==> src/rtl/bypass_pkg.sv <==
package bypass_pkg;
    localparam int REG_W  = 5;
    localparam int DATA_W = 32;
    localparam int N_OPS  = 2;

    typedef logic [REG_W-1:0]  regid_t;
    typedef logic [DATA_W-1:0] word_t;

    typedef enum logic [1:0] {
        SEL_REG = 2'b00,
        SEL_WB  = 2'b01,
        SEL_ALU = 2'b10
    } opsel_e;

    typedef struct packed {
        regid_t rs;
        regid_t rt;
        regid_t rd;
        logic   wen;
        word_t  a;
        word_t  b;
    } idex_t;

    typedef struct packed {
        regid_t rd;
        logic   wen;
        word_t  res;
    } stage_t;

    typedef struct packed {
        idex_t  idex;
        stage_t exmem;
        stage_t memwb;
    } pipe_t;
endpackage

==> src/rtl/bypass_pick.sv <==
module bypass_pick
    import bypass_pkg::*;
(
    input  regid_t src,
    input  logic   ex_wen,
    input  regid_t ex_rd,
    input  logic   wb_wen,
    input  regid_t wb_rd,
    output opsel_e sel
);
    logic ex_hit;
    logic wb_hit;

    always_comb begin
        ex_hit = ex_wen && (ex_rd != '0) && (ex_rd == src);
        wb_hit = wb_wen && (wb_rd != '0) && (wb_rd == src);
        if (ex_hit)      sel = SEL_ALU;
        else if (wb_hit) sel = SEL_WB;
        else             sel = SEL_REG;
    end
endmodule

==> src/rtl/bypass_ctrl.sv <==
module bypass_ctrl
    import bypass_pkg::*;
(
    input  regid_t src    [N_OPS],
    input  logic   ex_wen,
    input  regid_t ex_rd,
    input  logic   wb_wen,
    input  regid_t wb_rd,
    output opsel_e sel    [N_OPS]
);
    for (genvar g = 0; g < N_OPS; g++) begin : g_op
        bypass_pick i_pick (
            .src    (src[g]),
            .ex_wen (ex_wen),
            .ex_rd  (ex_rd),
            .wb_wen (wb_wen),
            .wb_rd  (wb_rd),
            .sel    (sel[g])
        );
    end
endmodule

==> src/rtl/operand_mux.sv <==
module operand_mux
    import bypass_pkg::*;
#(
    parameter int W = DATA_W
) (
    input  opsel_e         sel,
    input  logic [W-1:0]   rf_val,
    input  logic [W-1:0]   alu_val,
    input  logic [W-1:0]   wb_val,
    output logic [W-1:0]   out
);
    always_comb begin
        case (sel)
            SEL_ALU: out = alu_val;
            SEL_WB:  out = wb_val;
            default: out = rf_val;
        endcase
    end
endmodule

==> src/rtl/bypass_unit.sv <==
module bypass_unit
    import bypass_pkg::*;
(
    input  logic        clk,
    input  logic        rst_n,
    input  logic [4:0]  dec_rs,
    input  logic [4:0]  dec_rt,
    input  logic [4:0]  dec_rd,
    input  logic        dec_wen,
    input  logic [31:0] dec_a,
    input  logic [31:0] dec_b,
    input  logic [31:0] ex_alu_res,
    output logic [1:0]  sel_a,
    output logic [1:0]  sel_b,
    output logic [31:0] op_a,
    output logic [31:0] op_b
);
    pipe_t  pipe_d, pipe_q;
    regid_t srcs [N_OPS];
    opsel_e sels [N_OPS];
    word_t  rf_vals [N_OPS];
    word_t  ops  [N_OPS];

    always_comb begin
        pipe_d              = pipe_q;
        pipe_d.idex.rs      = dec_rs;
        pipe_d.idex.rt      = dec_rt;
        pipe_d.idex.rd      = dec_rd;
        pipe_d.idex.wen     = dec_wen;
        pipe_d.idex.a       = dec_a;
        pipe_d.idex.b       = dec_b;
        pipe_d.exmem.rd     = pipe_q.idex.rd;
        pipe_d.exmem.wen    = pipe_q.idex.wen;
        pipe_d.exmem.res    = ex_alu_res;
        pipe_d.memwb        = pipe_q.exmem;
    end

    always_ff @(posedge clk) begin
        if (!rst_n) pipe_q <= '0;
        else        pipe_q <= pipe_d;
    end

    assign srcs[0]    = pipe_q.idex.rs;
    assign srcs[1]    = pipe_q.idex.rt;
    assign rf_vals[0] = pipe_q.idex.a;
    assign rf_vals[1] = pipe_q.idex.b;

    bypass_ctrl i_ctrl (
        .src    (srcs),
        .ex_wen (pipe_q.exmem.wen),
        .ex_rd  (pipe_q.exmem.rd),
        .wb_wen (pipe_q.memwb.wen),
        .wb_rd  (pipe_q.memwb.rd),
        .sel    (sels)
    );

    for (genvar g = 0; g < N_OPS; g++) begin : g_mux
        operand_mux #(.W(DATA_W)) i_mux (
            .sel     (sels[g]),
            .rf_val  (rf_vals[g]),
            .alu_val (pipe_q.exmem.res),
            .wb_val  (pipe_q.memwb.res),
            .out     (ops[g])
        );
    end

    assign sel_a = sels[0];
    assign sel_b = sels[1];
    assign op_a  = ops[0];
    assign op_b  = ops[1];

    p_no_code11_r2: assert property (@(posedge clk) disable iff (!rst_n)
        (sel_a != 2'b11) && (sel_b != 2'b11));

    p_zero_src_r6: assert property (@(posedge clk) disable iff (!rst_n)
        (pipe_q.idex.rs == '0) |-> (sel_a == SEL_REG));

    p_no_wen_r7: assert property (@(posedge clk) disable iff (!rst_n)
        (!pipe_q.exmem.wen && !pipe_q.memwb.wen) |-> (sel_a == SEL_REG && sel_b == SEL_REG));

    p_alu_value_r8: assert property (@(posedge clk) disable iff (!rst_n)
        (sel_a == SEL_ALU) |-> (op_a == $past(ex_alu_res)));

    p_wb_value_r8: assert property (@(posedge clk) disable iff (!rst_n)
        (sel_b == SEL_WB) |-> (op_b == $past(ex_alu_res, 2)));

    p_advance_r10: assert property (@(posedge clk) disable iff (!rst_n)
        1'b1 |=> (pipe_q.memwb.rd == $past(pipe_q.exmem.rd)
                  && pipe_q.exmem.wen == $past(pipe_q.idex.wen)));
endmodule

==> config.mk <==
export PLATFORM = sky130hd
export DESIGN_NAME = bypass_unit
export DESIGN_NICKNAME = d
export VERILOG_FILES = /design/src/rtl/bypass_pkg.sv /design/src/rtl/bypass_pick.sv /design/src/rtl/bypass_ctrl.sv /design/src/rtl/operand_mux.sv /design/src/rtl/bypass_unit.sv
export SDC_FILE = /design/constraint.sdc
export NUM_CORES = 1
export LEC_CHECK = 0
export BUFFER_PORTS_ARGS = -buffer_cell sky130_fd_sc_hd__buf_2
export CAP_MARGIN = 0
export CELL_PAD_IN_SITES_DETAIL_PLACEMENT = 0
export CELL_PAD_IN_SITES_GLOBAL_PLACEMENT = 1
export CORE_MARGIN = 3
export CORE_UTILIZATION = 42
export DETAILED_ROUTE_END_ITERATION = 8
export PLACE_DENSITY_LB_ADDON = 0.1
export SKIP_CTS_REPAIR_TIMING = 1
export SLEW_MARGIN = 20
export SYNTH_ARGS = -nofsm -noshare
export SYNTH_HDL_FRONTEND = slang
export SYNTH_SLANG_ARGS = --single-unit
==> constraint.sdc <==
create_clock -name clk -period 5.6 [get_ports clk]
set_clock_uncertainty 0.1 [all_clocks]
set_input_delay 1.12 -clock clk [delete_from_list [all_inputs] [get_ports clk]]
set_output_delay 1.12 -clock clk [all_outputs]
set_load 0.01 [all_outputs]
# --- Word level (Yosys, flattened, before mapping) ---
# Cells that the tools add are included.
totals:
  output_inout_bits: 68
  input_bits: 114
  regBits: 156
op_classes:
  n_mux: 6
  eq_ne: 8
  n_reduce_logical: 8
ops:
  columns: ["cell", "n"]
  rows:
  - ["$pmux 32 s2", 2]
  - ["$eq 5x5->1", 4]
  - ["$reduce_bool 5->1", 2]
  - ["$logic_and 1x1->1", 6]
  - ["$eq 2x1->1 const B", 2]
  - ["$eq 2x2->1 const B", 2]
  - ["$mux 2", 2]
  - ["$mux 1", 2]

# --- Longest topological paths before layout ---
logic_depth:
  ltp_word: 7
  ltp_mapped: 7
  ltp_nobuf: 5

# --- By module ---
# From an unflattened synthesis, not the netlist that was laid out.
unflattened:
  cells_unflattened: 597
  area_unflattened_um2: 5875.6
modules_own_cells:
  columns: ["module", "area_each_um2", "n_inst", "seq_area_each_um2", "cells_per_inst"]
  rows:
  - ["bypass_unit", 4284.1, 1, 3123.0, 329]
  - ["operand_mux", 636.9, 2, 0.0, 113]
  - ["bypass_pick", 158.9, 2, 0.0, 21]

# --- Worst setup path after synthesis ---
# Ideal clock, no wire load.
synth_timing:
  path_type: "reg-to-output"
  from: "reg pipe_q, in the netlist pipe_d[35]"
  to: "out sel_b[0]"
  stages_incl_launch_ff: 7
  path_buffers: 1
  setup_slack_ps: 2649
  t_arrival_ps: 1731
  required_time_ps: 4380
  cell_sequence: "dfxtp_1 -> or4_4 -> o211ai_2 -> or2_1 -> buf_2 -> inv_2 -> nor4_2"
synth_between:
  elab_chain_cells: 4
  word_cells_on_any_way: 5
  classes_between: "eq/ne (1); mux (1); reduce/logical (3)"
synth_rtl:
  columns: ["element", "line_no", "source"]
  rows:
  - ["start, declared", "bypass_unit.sv:18", "pipe_t pipe_d, pipe_q;"]
  - ["start signal, assigned", "bypass_unit.sv:40", "else pipe_q <= pipe_d;"]
  - ["$reduce_bool 5->1", "bypass_pick.sv:15", "ex_hit = ex_wen && (ex_rd != '0) && (ex_rd == src);"]
  - ["$logic_and 1x1->1", "bypass_pick.sv:15", null]
  - ["$logic_and 1x1->1 *", "bypass_pick.sv:15", null]
  - ["via i_ctrl.g_op[1].i_pick.ex_hit", "bypass_pick.sv:11", "logic ex_hit;"]
  - ["$mux 2 *", "bypass_pick.sv:17", "if (ex_hit) sel = SEL_ALU;"]
  - ["end, declared", "bypass_unit.sv:14", "output logic [1:0] sel_b,"]
# The timed path passes the listed nets; every way through them passes the cells marked *.

# --- Worst setup path after layout ---
layout_timing:
  from: "reg pipe_q[152] in the netlist's numbering"
  to: "out op_a[23]"
layout_between:
  elab_chain_cells: 6
  word_cells_on_any_way: 9
  classes_between: "eq/ne (4); mux (3); reduce/logical (2)"
layout_rtl:
  columns: ["element", "line_no", "source"]
  rows:
  - ["$eq 5x5->1", "bypass_pick.sv:16", "wb_hit = wb_wen && (wb_rd != '0) && (wb_rd == src);"]
  - ["$logic_and 1x1->1", "bypass_pick.sv:16", null]
  - ["$mux 1", "bypass_pick.sv:18", "else if (wb_hit) sel = SEL_WB;"]
  - ["$mux 2 *", "bypass_pick.sv:17", null]
  - ["$eq 2x1->1 / $eq 2x2->1 (equally long branches)", "operand_mux.sv:13", "case (sel)"]
  - ["$pmux 32 s2 *", "operand_mux.sv:13", null]
  - ["end, declared", "bypass_unit.sv:15", "output logic [31:0] op_a,"]
# Mark *: on every way between the ends. The rest lies on a longest branch, timed or not.

==> results.cfg <==
[run_status]
outcome = finished, final reports clean

[clock_tree]
clk_pin_slew_ns = 0.06
numCtsBuffers = 17
insertion_delay_ns = 0.43
htree_levels = 4
cts_max_path_buffers = 2
cts_tree = yes
cts_sinks = 156
cts_root_buffer = clkbuf_16

[worst_setup_path]
crit_start = pipe_q[152]$_SDFF_PN0_
endpoint_kind = output pin
required_ns = 4.38
r2r-end = pipe_q[34]$_SDFF_PN0_
path_class = flip-flop to output pin
cp.arrival_ns = 2.93
worstPathMaxFanout = 39
cpPeakStageDelay_ns = 0.51
rr_startpoint = pipe_d[34]$_SDFF_PN0_
endpoint = op_a[23]
r2r_cells = 1
slowest_stage = or4_1
rrSetupSlack_ns = 4.73
cp-start-kind = flip-flop
crit_chain = xnor2_1 > nand3_2 > buf_4 > or4_1 > a31oi_1 > buf_2

[final_layout]
diodes = 0
area_growth_pct = 23.58
nets = 967
fin_cells = 1050
seq_area_um2 = 3123
fillCellCount = 1374
multiInputGateArea_um2 = 2987
drive_above_1_share = 0.2760

[sta]
maxSlewViolCount = 0
finalCriticalPeriod_ns = 4.149
post-route-period-util = 0.7409
fmax_ghz = 0.2410
rsz0062_at_grt = no
worst_slew_pin_slew_ns = 1.032
relSlewSlack = 0.3103
holdWs_ns = 0.3307
finalSetupViolations = 0
setup_slack_ns = 1.451
finalHoldViolations = 0
setup-tns-final_ns = 0

[pwr]
power_switching_w = 0.0007095
power_w = 0.002655
switching_share = 0.2672
pwr-share-comb = 0.118
ir_drop_uv = 252.7
power_leakage_nw = 3.254
pwr-share-seq = 0.450
p_clk_frac = 0.432
p_int_w = 0.001945
power.density_nw_per_um2 = 328.9

[yosys]
synth_edf_count = 0
yosys_most_used_dff = dfxtp_1
syn_area_um2 = 6531
ys_seq_area_frac = 0.4782
synth_top_area_frac = 0.4782
synth_area_leaders = dfxtp_1 (48%), and2_1 (15%), o31ai_1 (7.2%)
yosys.area.top_type = dfxtp_1
syn-instance-count = 722
synth_async_sr_flop_share = 0
ys_seq_elements = 156
ys.warnings.count = 0
ys_types = 28
avgSynthCellArea_um2 = 9.046
syn-num-nets = 836

[floorplan]
die_height_um = 130.7
die_w_um = 130.7
rows = 44
dieArea_um2 = 17080
ios = 182
core_um2 = 14860
initial_core_util = 0.4394

[route]
avgViaCountPerCell = 5.607
drt_iter0_drc = 538
drc = 0
final_antenna_net_count = 0
dr.pass1.iters = 5
wire_per_inst_um = 18.68
wirelength_um = 19620
via_count = 5887

[placed_design]
place_inst = 1017
gp_congestion = 0.9280
post-dp-hpwl_um = 12090
numPortBuffers = 181
dp_slack_ns = 1.739

[global_routing]
grt_pass1_vias = 5876
grt_max_degree = 157
grt_overflow = 0
antenna_found_initial = 0
grtUsageTotal = 0.2292
grt_pass1_wl_um = 30350

[flow_run]
drv_cap = 0

[min_path]
min_delay_path_depth = 1
min_path_type = flip-flop to flip-flop
-- sequential cells by signal, indices dropped and copies added (netlist names) --
register and count:
pipe_q 112, pipe_d 44
-- worst min path at each step --
stage	slack (ns)	from	end
after floorplan	0.31	pipe_d[70]$_SDFF_PN0_	pipe_d[32]$_SDFF_PN0_
after global placement	0.32	pipe_d[71]$_SDFF_PN0_	pipe_d[33]$_SDFF_PN0_
after detailed placement	0.32	pipe_d[71]$_SDFF_PN0_	pipe_d[33]$_SDFF_PN0_
after CTS	0.33	pipe_d[71]$_SDFF_PN0_	pipe_d[33]$_SDFF_PN0_
after global routing	0.34	pipe_d[71]$_SDFF_PN0_	pipe_d[33]$_SDFF_PN0_
final	0.33	pipe_d[71]$_SDFF_PN0_	pipe_d[33]$_SDFF_PN0_
-- area by class of cell --
class / instances / share of cell area
well taps: 184 / 0.02852
multi-input cells: 450 / 0.3700
clock inverters: 15 / 0.01984
flip-flops and latches: 156 / 0.3869
inverters: 35 / 0.01628
repair buffers: 193 / 0.1257
clock buffers: 17 / 0.05271
-- power groups by stage --
stage	combinational [W]	sequential [W]	clock (W)
global route	0.000342	0.00120	0.00122
CTS	0.000312	0.00120	0.00117
detailed placement	0.000311	0.00122	0
finish	0.000313	0.00120	0.00115
floorplan	0.000186	0.00121	0
global placement	0.000307	0.00122	0
-- through the flow --
stage                     area, um^2    util
after global routing            8071  0.5430
after global placement          7462  0.5020
final                           8071  0.5430
after detailed placement        7462  0.5020
after floorplan                 6531       -
after CTS                       8048  0.5414
-- synth_stat cells, drive strengths merged, types with 2 or more instances --
library cell  instances
buf                  24
or2                   3
clkbuf               57
dfxtp               156
o211ai                2
o31a                  2
nor3                 64
or4                  32
inv                  35
nor4                  4
xor2                  5
o31ai                63
nand4                34
and2                156
xnor2                15
a31oi                63
or3                   2
-- routing by layer --
metal	part of all wire	up-vias	track usage
met3	0.070	30	0.06016
met5	0	-	0
met2	0.48	236	0.3729
li1	-	2816	-
met1	0.43	2805	0.2969
met4	0.019	0	0.07743
-- layout by cell type, fill, tap and decap left out, types with 2 or more instances in the layout --
cell	instances
a31oi_1	63
and2_1	156
buf_2	180
buf_4	11
bufinv_16	2
clkbuf_16	17
clkinv_2	3
clkinvlp_4	2
dfxtp_1	156
inv_1	33
inv_2	2
inv_6	7
nand4_1	34
nor3_1	63
nor4_1	2
nor4_2	2
o211ai_4	2
o31a_1	2
o31ai_1	63
or2_1	2
or3_1	2
or4_1	31
xnor2_1	15
xor2_1	5
-- cell families after synthesis --
| kind of cell | count (synthesis) | synth area share |
|---|---|---|
| flip-flops | 156 | 0.4782 |
| AND/OR/NAND/NOR | 298 | 0.2808 |
| AO/OA/AOI/OAI | 132 | 0.1420 |
| buffers and inverters | 116 | 0.07222 |
| XOR/XNOR | 20 | 0.02682 |
-- critical path: cells and delay by family (launching register included) --
family	cells	cell delay (ns)
and+or+nand+nor	2	0.98
DFF	1	0.40
AOI/OAI and AO/OA	1	0.28
buffers and inverters	2	0.65
xor gates and xnor gates	1	0.17
(Power assumes the default switching activity.)
